==> src/rtl/refill_pkg.sv <==
package refill_pkg;

  // Strobes from the sequencer to the datapath
  typedef struct packed {
    logic loadMiss;   // capture miss address and mode, clear progress
    logic issueReq;   // request cycle
    logic takeBeat;   // accept one memory beat into the line
    logic fillActive; // refill in progress (request or fill phase)
  } refill_strobe_t;

  typedef enum logic [1:0] {
    ST_IDLE = 2'd0,
    ST_REQ  = 2'd1,
    ST_FILL = 2'd2
  } refill_state_t;

endpackage

==> src/rtl/refill_ctrl.sv <==
module refill_ctrl
  import refill_pkg::*;
(
  input  logic           clk,
  input  logic           rstN,
  input  logic           missValid,
  input  logic           memRdValid,
  input  logic           lastBeat,
  output refill_strobe_t strobes,
  output logic           missReady,
  output logic           memReqValid,
  output logic           lineDone
);

  refill_state_t stateQ, stateD;
  logic          doneQ;

  always_comb begin
    strobes            = '0;
    strobes.loadMiss   = (stateQ == ST_IDLE) && missValid;
    strobes.issueReq   = (stateQ == ST_REQ);
    strobes.takeBeat   = (stateQ == ST_FILL) && memRdValid;
    strobes.fillActive = (stateQ != ST_IDLE);
  end

  always_comb begin
    stateD = stateQ;
    unique case (stateQ)
      ST_IDLE: if (missValid) stateD = ST_REQ;
      ST_REQ:  stateD = ST_FILL;
      ST_FILL: if (memRdValid && lastBeat) stateD = ST_IDLE;
      default: stateD = ST_IDLE;
    endcase
  end

  always_ff @(posedge clk or negedge rstN) begin
    if (!rstN) begin
      stateQ <= ST_IDLE;
      doneQ  <= 1'b0;
    end else begin
      stateQ <= stateD;
      if (strobes.loadMiss)
        doneQ <= 1'b0;
      else if (strobes.takeBeat && lastBeat)
        doneQ <= 1'b1;
    end
  end

  assign missReady   = (stateQ == ST_IDLE);
  assign memReqValid = strobes.issueReq;
  assign lineDone    = doneQ;

  // the burst request lasts a single cycle
  p_req_pulse_r2: assert property (@(posedge clk) disable iff (!rstN)
    memReqValid |=> !memReqValid);

  // completion only follows the final beat
  p_done_last_r7: assert property (@(posedge clk) disable iff (!rstN)
    $rose(lineDone) |-> $past(strobes.takeBeat && lastBeat));

  // a completed line leaves the unit ready
  p_done_ready_r7: assert property (@(posedge clk) disable iff (!rstN)
    lineDone |-> missReady);

  // while busy the request line stays quiet
  p_busy_quiet_r8: assert property (@(posedge clk) disable iff (!rstN)
    (!missReady && !memReqValid) |=> !memReqValid);

endmodule

==> src/rtl/refill_datapath.sv <==
module refill_datapath
  import refill_pkg::*;
#(
  parameter int ADDR_W = 32,
  parameter int DATA_W = 32,
  parameter int WORDS  = 8,
  localparam int IDX_W = $clog2(WORDS)
) (
  input  logic              clk,
  input  logic              rstN,
  input  refill_strobe_t    strobes,
  input  logic [ADDR_W-1:0] missAddr,
  input  logic              modeCwf,
  input  logic [DATA_W-1:0] memRdData,
  input  logic              cpuRdValid,
  input  logic [IDX_W-1:0]  cpuRdWord,
  output logic              lastBeat,
  output logic [ADDR_W-1:0] memReqAddr,
  output logic [WORDS-1:0]  lineWe,
  output logic [IDX_W-1:0]  lineWordIdx,
  output logic [DATA_W-1:0] lineWrData,
  output logic              cpuValid,
  output logic [DATA_W-1:0] cpuData,
  output logic              cpuStall
);

  localparam int BYTE_OFF_W = $clog2(DATA_W / 8);
  localparam int LINE_OFF_W = IDX_W + BYTE_OFF_W;
  localparam logic [ADDR_W-1:0] LINE_MASK = ~((ADDR_W'(1) << LINE_OFF_W) - ADDR_W'(1));

  logic [ADDR_W-1:0] baseQ;
  logic [IDX_W-1:0]  critQ;
  logic              cwfQ;
  logic [IDX_W-1:0]  beatQ;
  logic [WORDS-1:0]  arrivedQ;
  logic              cpuSentQ;
  logic [IDX_W-1:0]  startIdx;
  logic [IDX_W-1:0]  curIdx;

  // Burst start: missed word for wrap order, word 0 for ascending order
  assign startIdx = cwfQ ? critQ : '0;
  // Width truncation gives the modulo-WORDS wrap
  assign curIdx   = startIdx + beatQ;
  assign lastBeat = (beatQ == IDX_W'(WORDS - 1));

  assign memReqAddr = baseQ | (ADDR_W'(startIdx) << BYTE_OFF_W);

  always_ff @(posedge clk or negedge rstN) begin
    if (!rstN) begin
      baseQ    <= '0;
      critQ    <= '0;
      cwfQ     <= 1'b0;
      beatQ    <= '0;
      arrivedQ <= '0;
      cpuSentQ <= 1'b0;
    end else if (strobes.loadMiss) begin
      baseQ    <= missAddr & LINE_MASK;
      critQ    <= missAddr[LINE_OFF_W-1:BYTE_OFF_W];
      cwfQ     <= modeCwf;
      beatQ    <= '0;
      arrivedQ <= '0;
      cpuSentQ <= 1'b0;
    end else if (strobes.takeBeat) begin
      beatQ            <= beatQ + 1'b1;
      arrivedQ[curIdx] <= 1'b1;
      if (cpuValid) cpuSentQ <= 1'b1;
    end
  end

  // One-hot write enable decode
  for (genvar w = 0; w < WORDS; w++) begin : g_we
    assign lineWe[w] = strobes.takeBeat && (curIdx == IDX_W'(w));
  end

  assign lineWordIdx = curIdx;
  assign lineWrData  = memRdData;

  // Early restart: the missed word passes straight through on its beat
  assign cpuValid = strobes.takeBeat && (curIdx == critQ);
  assign cpuData  = memRdData;

  assign cpuStall = cpuRdValid && strobes.fillActive && !arrivedQ[cpuRdWord];

  // at most one word written per cycle
  p_we_onehot_r6: assert property (@(posedge clk) disable iff (!rstN)
    $onehot0(lineWe));

  // the processor hears of the missed word only once per refill
  p_cpu_once_r5: assert property (@(posedge clk) disable iff (!rstN)
    cpuValid |-> !cpuSentQ);

  // in wrap order the first beat is the missed word
  p_cwf_first_r3: assert property (@(posedge clk) disable iff (!rstN)
    (strobes.takeBeat && beatQ == '0 && cwfQ) |-> cpuValid);

  // a word delivered last cycle no longer stalls a probe
  p_served_r10: assert property (@(posedge clk) disable iff (!rstN)
    ($past(cpuValid) && cpuRdValid && cpuRdWord == critQ && strobes.fillActive) |-> !cpuStall);

endmodule

==> src/rtl/refill_unit.sv <==
module refill_unit
  import refill_pkg::*;
#(
  parameter int ADDR_W = 32,
  parameter int DATA_W = 32,
  parameter int WORDS  = 8,
  localparam int IDX_W = $clog2(WORDS)
) (
  input  logic              clk,
  input  logic              rstN,
  input  logic              missValid,
  input  logic [ADDR_W-1:0] missAddr,
  input  logic              modeCwf,
  output logic              missReady,
  output logic              memReqValid,
  output logic [ADDR_W-1:0] memReqAddr,
  input  logic              memRdValid,
  input  logic [DATA_W-1:0] memRdData,
  output logic [WORDS-1:0]  lineWe,
  output logic [IDX_W-1:0]  lineWordIdx,
  output logic [DATA_W-1:0] lineWrData,
  output logic              cpuValid,
  output logic [DATA_W-1:0] cpuData,
  input  logic              cpuRdValid,
  input  logic [IDX_W-1:0]  cpuRdWord,
  output logic              cpuStall,
  output logic              lineDone
);

  refill_strobe_t strobes;
  logic           lastBeat;

  refill_ctrl u_ctrl (
    .clk         (clk),
    .rstN        (rstN),
    .missValid   (missValid),
    .memRdValid  (memRdValid),
    .lastBeat    (lastBeat),
    .strobes     (strobes),
    .missReady   (missReady),
    .memReqValid (memReqValid),
    .lineDone    (lineDone)
  );

  refill_datapath #(
    .ADDR_W (ADDR_W),
    .DATA_W (DATA_W),
    .WORDS  (WORDS)
  ) u_dp (
    .clk         (clk),
    .rstN        (rstN),
    .strobes     (strobes),
    .missAddr    (missAddr),
    .modeCwf     (modeCwf),
    .memRdData   (memRdData),
    .cpuRdValid  (cpuRdValid),
    .cpuRdWord   (cpuRdWord),
    .lastBeat    (lastBeat),
    .memReqAddr  (memReqAddr),
    .lineWe      (lineWe),
    .lineWordIdx (lineWordIdx),
    .lineWrData  (lineWrData),
    .cpuValid    (cpuValid),
    .cpuData     (cpuData),
    .cpuStall    (cpuStall)
  );

endmodule

==> config.mk <==
export PLATFORM = sky130hd
export DESIGN_NAME = refill_unit
export DESIGN_NICKNAME = d
export VERILOG_FILES = /design/src/rtl/refill_pkg.sv /design/src/rtl/refill_ctrl.sv /design/src/rtl/refill_datapath.sv /design/src/rtl/refill_unit.sv
export SDC_FILE = /design/constraint.sdc
export NUM_CORES = 1
export LEC_CHECK = 0
export CORE_AREA = 2 2 72 74
export CTS_CLUSTER_SIZE = 30
export DETAILED_ROUTE_END_ITERATION = 8
export DIE_AREA = 0 0 74 76
export DONT_BUFFER_PORTS = 1
export HOLD_SLACK_MARGIN = 0.05
export PLACE_DENSITY = 0.75
export SETUP_SLACK_MARGIN = 0.5
export SYNTH_ARGS = -nofsm -noshare
export SYNTH_HDL_FRONTEND = slang
export SYNTH_SLANG_ARGS = --single-unit
==> constraint.sdc <==
create_clock -name clk -period 2.8 [get_ports clk]
set_input_delay 0.14 -clock clk [delete_from_list [all_inputs] [get_ports clk]]
set_output_delay 0.14 -clock clk [all_outputs]
set_load 0.02 [all_outputs]
==> out/qor.txt, run 1 <==
Most common cell after layout, fill and taps aside: dfrtp_1
Crit Path Max Fanout: 6
Critical Path Source Type: flip-flop
Port bufs: 0
Routed len/inst: 19.69 um
RSZ-0062 raised after global routing: yes
Clk sinks: 45
Mapped Avg Cell Area: 11.91 um2
Grt ovf: 0
Met1 Routed Length: 1.706 mm
Seq/Total Area, Yosys: 45.66%
Clock buffer depth: 2
Flop-to-flop setup slack: 580 ps
FILL cells: 405
Fraction of layout cells with a size suffix above 1: 38.97%
CP arrival: 2270 ps
Routed Antenna Nets: 0
Yosys Warn Count: 0
Syn-to-layout area delta: 9.995%
Final HPWL DP: 3.572 mm
DRC Markers: 0
NumNets Final: 271
Total global-route track usage: 19.16%
VDD IR max: 0.7170 mV
Drt initial violations: 34
CTS tree: built
Count of pins over their slew limit: 0
Routed wire length: 5.218 mm
CTS Buf Count: 5
Rows: 26
Gate count after technology mapping: 207
Synth cell types: 31
Pwr per Cell Area: 1196 nW/um2
DP Cell Count: 212
Setup crit end kind: primary output
Largest net degree at the start of global routing: 46
Max cap viols: 0
Tcrit/Tclk final: 86.13%
Non-filler cells, final: 265
H-tree lvl count: 2
Initial core utilization: 50.20%
Total number of vias: 1377
Chip height: 76 um
Final Hold Vio Count: 0
Final setup violation count: 0
Gpl congestion: 0.6893
Fin crit period: 2412 ps
Die area: 5624 um2
Clock Latency Late Sink: 290 ps
Clk slew on worst S/H paths: 90 ps
Least-Margin Pin Slew: 688.0 ps
Root buffer cell: clkbuf_8
Core Box Area: 4912 um2
Vias in the first global route: 1513
Commonest non-fill, non-tap cells in the layout: dfrtp_1 (45), dlygate4sd3_1 (33), mux2_2 (31), buf_4 (10)
Met2 wire length: 2.812 mm
Synth Cell Area: 2466 um2
Status: complete, no violations
Leak: 1.127 nW
Highest metal layer with signal wires: met4
Max Freq: 0.4147 GHz
Met3 wire len: 640 um
N_diodes: 0
Initial antenna violation count: 0
Global-route wire length before repair: 8.162 mm
Worst slew margin: 54.04%
Io pins: 185
Layout Skew: 6.327 ps
Hold Crit Class: in2reg
Die X: 74 um
Average via count per standard cell: 5.196
WP data required: 2660 ps
CP Class: reg2out
Setup TNS: 0 ps
Iteration count of the initial detailed-routing pass: 3
Synthesis-stage register bit count: 45
==> report_power, final <==
part	total [mW]	internal, mW	switching (mW)	leakage, nW
Combinational	1.43	0.673	0.753	0.532
Clock	0.391	0.172	0.219	0.0439
Sequential	1.43	0.949	0.480	0.551
Total	3.25	1.79	1.45	1.13
==> routing by layer <==
layer / GRT usage, % / vias to the layer above
li1: - / 603
met2: 32.68 / 108
met1: 20.74 / 660
met3: 9.392 / 6
met4: 5.273 / 0
met5: 0 / -
==> worst max-delay path, cell delays in order (launching register included) <==
cell and delay (ps):
dfrtp_1 400, and2_4 200, ha_4 170, fa_2 580
nand3b_1 330, nor2_2 290
==> cells in the mapped netlist <==
| cell | n | area, um2 |
|---|---|---|
| o21ai_0 | 1 | 5.000 |
| a2111oi_2 | 1 | 15.01 |
| fa_1 | 1 | 20.02 |
| xnor2_2 | 1 | 16.27 |
| a22o_1 | 2 | 17.52 |
| buf_8 | 3 | 45.04 |
| nand2_1 | 3 | 11.26 |
| dfrtp_1 | 45 | 1126 |
| nor2b_1 | 3 | 18.77 |
| xnor2_1 | 5 | 43.79 |
| inv_4 | 1 | 6.260 |
| buf_2 | 1 | 5.000 |
| nor3_1 | 1 | 5.000 |
| mux2_2 | 31 | 349.1 |
| nor3b_1 | 1 | 7.510 |
| inv_1 | 1 | 3.750 |
| buf_4 | 66 | 495.5 |
| nor2_1 | 14 | 52.55 |
| conb_1 | 1 | 3.750 |
| and3b_1 | 1 | 8.760 |
| a21oi_1 | 1 | 5.000 |
| ha_1 | 3 | 37.54 |
| inv_2 | 1 | 3.750 |
| a21o_1 | 1 | 7.510 |
| and2_1 | 2 | 12.51 |
| o2bb2ai_1 | 8 | 70.07 |
| mux4_2 | 1 | 22.52 |
| mux2i_1 | 2 | 20.02 |
| nand3_1 | 2 | 10.01 |
| nand2_2 | 1 | 6.260 |
| nand3b_1 | 2 | 15.01 |
==> final cells by class <==
cell class | count | area [um2] | area share, %
flip-flops and latches | 45 | 1126 | 41.51
inverters | 3 | 18.77 | 0.6919
well taps | 70 | 87.58 | 3.229
clock inverters | 3 | 17.52 | 0.6458
multi-input cells | 90 | 908.4 | 33.49
repair buffers | 48 | 478.0 | 17.62
repair inverters | 1 | 7.507 | 0.2768
clock buffers | 5 | 68.82 | 2.537
==> timing repair <==
item,in CTS,in global routing
resized for setup,32,2
pin swaps,7,4
hold buffers,34,0
buffers inserted,8,2
gates cloned,1,0
endpoints found under the hold margin,77,0
endpoints found under the setup margin,14,9
==> per-stage QoR <==
| step | power, mW | utilization, % | area, um2 | hold WS (ps) | worst slack [ps] |
|---|---|---|---|---|---|
| final | 3.245 | 55.22 | 2713 | 163.1 | 388.3 |
| after detailed placement | 2.455 | 41.57 | 2042 | -154.7 | 174.1 |
| after CTS | 3.221 | 54.66 | 2685 | 156.3 | 351.8 |
| after global routing | 3.445 | 55.22 | 2713 | 158.9 | 286.7 |
| after floorplan | 2.396 | - | 2470 | -155.6 | 431.3 |
| after global placement | 2.384 | 41.57 | 2042 | -154.4 | 265.9 |
==> worst paths after layout <==
kind	startpoint	depth (start not counted)	to
max in group asynchronous	rstN	2	u_dp.arrivedQ[0]
hold / removal	missValid	2	u_dp.arrivedQ[1]
setup reg to reg	u_dp.critQ[0]	7	u_dp.arrivedQ[5]
hold reg to reg	u_dp.arrivedQ[6]	1	u_dp.arrivedQ[6]
setup / recovery	u_dp.critQ[0]	5	lineWe[5]
min in group asynchronous	rstN	2	u_dp.baseQ[14]
==> sequential cells by signal, summed over array words and instances, names as in the netlist <==
register and flops:
u_ctrl.lineDone 1, u_dp.beatQ 3, u_dp.arrivedQ 8, u_dp.baseQ 27, u_dp.cwfQ 1, u_ctrl.stateQ 2, u_dp.critQ 3
==> logic make-up (layout without fill, tap and decap cells) <==
family	count (synthesis)	after routing	share of synthesized area, %
fa+ha+maj	4	4	2.334
mux	34	34	15.88
simple gates	30	30	5.987
flops	45	45	45.66
compound gates	14	14	4.870
other cells	1	2	0.1521
xor+xnor	6	6	2.435
buf+inv	73	60	22.68
Note: power is estimated with default switching activity, not from simulation.
==> inputs of run 2 (changes only) <==
Settings changed: CTS_CLUSTER_DIAMETER set to 120, PLACE_DENSITY 0.75 to 0.78.
Clock period 2.8 ns to 2.15 ns, I/O delays scaled along.
==> run 2 against run 1 <==
Against the previous run: the flow now finishes with violations (setup timing); sequential power is 31% higher; clock skew rose by 2.2 ps; total power is 50% higher; register-to-register slack got worse by 450 ps; routed wire length is 0.82% lower; critical path type unchanged; critical endpoint is now lineWe[2].
==> out/qor.txt, run 2 (synthesized netlist as in run 1, its figures left out) <==
Largest net degree at the start of global routing: 46
Met3 wire len: 466 um
NumNets Final: 286
Total global-route track usage: 19.04%
Clk sinks: 45
Max cap viols: 0
Gpl congestion: 0.7472
Global-route wire length before repair: 8.252 mm
Failing checks: setup timing
Average via count per standard cell: 5.101
Setup crit end kind: primary output
Worst setup margin: -87.97 ps
Commonest non-fill, non-tap cells in the layout: dfrtp_1 (45), dlygate4sd3_1 (33), mux2_2 (31), buf_4 (20), buf_6 (8)
FILL cells: 374
Vias in the first global route: 1633
Iteration count of the initial detailed-routing pass: 4
Routed len/inst: 18.62 um
Highest metal layer with signal wires: met4
Initial core utilization: 50.20%
Final HPWL DP: 3.293 mm
Port bufs: 0
Initial antenna violation count: 0
WP data required: 2040 ps
Pre-CTS setup slack: 47.67 ps
Critical Path Source Type: flip-flop
Met2 wire length: 2.815 mm
Io pins: 185
Final Hold Vio Count: 0
Top reg by flops: u_dp.baseQ
Max reg flops: 27
Core Box Area: 4912 um2
Count of pins over their slew limit: 0
Crit Path Max Fanout: 5
Syn-to-layout area delta: 19.33%
Drt initial violations: 70
N_diodes: 0
Clock Latency Late Sink: 290 ps
CP arrival: 2130 ps
Max Freq: 0.4468 GHz
Die X: 74 um
CP Class: reg2out
Layout Skew: 8.502 ps
Routed wire length: 5.175 mm
Fin crit period: 2238 ps
Pwr per Cell Area: 1652 nW/um2
CTS Buf Count: 5
H-tree lvl count: 2
RSZ-0062 raised after global routing: yes
Regs by FF count: u_dp.baseQ (27), u_dp.arrivedQ (8)
Die area: 5624 um2
Finished Core Util: 59.91%
Clock buffer depth: 2
Grt ovf: 0
Clk slew on worst S/H paths: 80 ps
Fraction of layout cells with a size suffix above 1: 47.60%
Rows: 26
Total number of vias: 1418
CTS tree: built
Chip height: 76 um
Routed Antenna Nets: 0
VDD IR max: 0.8297 mV
Status: finished, violations left
Root buffer cell: clkbuf_8
Leak: 1.244 nW
Final setup violation count: 10
Most common cell after layout, fill and taps aside: dfrtp_1
Hold Crit Class: in2reg
DRC Markers: 0
Hold slack: 169.3 ps
Tcrit/Tclk final: 104.1%
Met1 Routed Length: 1.822 mm
[run 2: timing repair]
| item | CTS | global route |
|---|---|---|
| endpoints found under the setup margin | 20 | 53 |
| buffers inserted | 14 | 5 |
| hold endpoints to repair | 77 | 0 |
| pin swaps | 6 | 1 |
| gates cloned | 0 | 1 |
| gates resized for setup | 11 | 16 |
| hold buffers | 34 | 0 |
[run 2: cell type report]
| type | count | area [um2] | area share, % |
|---|---|---|---|
| clock buffers | 5 | 68.82 | 2.338 |
| clock inverters | 1 | 5.005 | 0.1701 |
| repair inverters | 1 | 8.758 | 0.2976 |
| flip-flops and latches | 45 | 1126 | 38.27 |
| multi-input cells | 90 | 1005 | 34.14 |
| repair buffers | 63 | 610.6 | 20.75 |
| inverters | 3 | 31.28 | 1.063 |
| well taps | 70 | 87.58 | 2.976 |
[run 2: path summary, 6_finish.rpt]
kind / from / endpoint / slack, ps / cells after the start
max in group asynchronous: rstN / u_ctrl.lineDone / 1650 / 2
max reg2reg: u_dp.critQ[0] / u_dp.arrivedQ[7] / 130 / 9
min in group asynchronous: rstN / u_dp.baseQ[30] / 280 / 2
min reg2reg: u_dp.arrivedQ[3] / u_dp.arrivedQ[3] / 520 / 1
min: missValid / u_dp.arrivedQ[3] / 170 / 2
max: u_dp.critQ[0] / lineWe[2] / -90 / 6
[run 2: power breakdown]
part / leakage, nW / switching, mW / internal [mW] / total (mW)
Sequential: 0.551 / 0.635 / 1.24 / 1.87
Combinational: 0.653 / 1.18 / 1.34 / 2.52
Clock: 0.0399 / 0.260 / 0.214 / 0.474
Total: 1.24 / 2.07 / 2.79 / 4.86
[run 2: worst max-delay path, stage by stage (launching register included)]
cell and delay [ps]:
dfrtp_1 390, and2_4 170, ha_4 150, fa_2 600, nand3b_1 130, buf_4 200, nor2_4 180
[run 2: stage by stage]
| step | instance area (um2) | total power, mW | setup TNS [ps] | std cells |
|---|---|---|---|---|
| after floorplan | 2595 | 3.395 | 0 | 208 |
| after global placement | 2212 | 3.515 | 0 | 218 |
| after detailed placement | 2212 | 3.605 | 0 | 218 |
| after CTS | 2811 | 4.580 | -702.4 | 272 |
| after global routing | 2943 | 5.158 | -1597 | 278 |
| final | 2943 | 4.862 | -678.6 | 278 |
[run 2: metal layers]
metal  GRT usage (%)  vias up
met5               0        -
met4           6.727        0
met3           6.746       15
met2           31.61       76
met1           22.47      689
li1                -      638
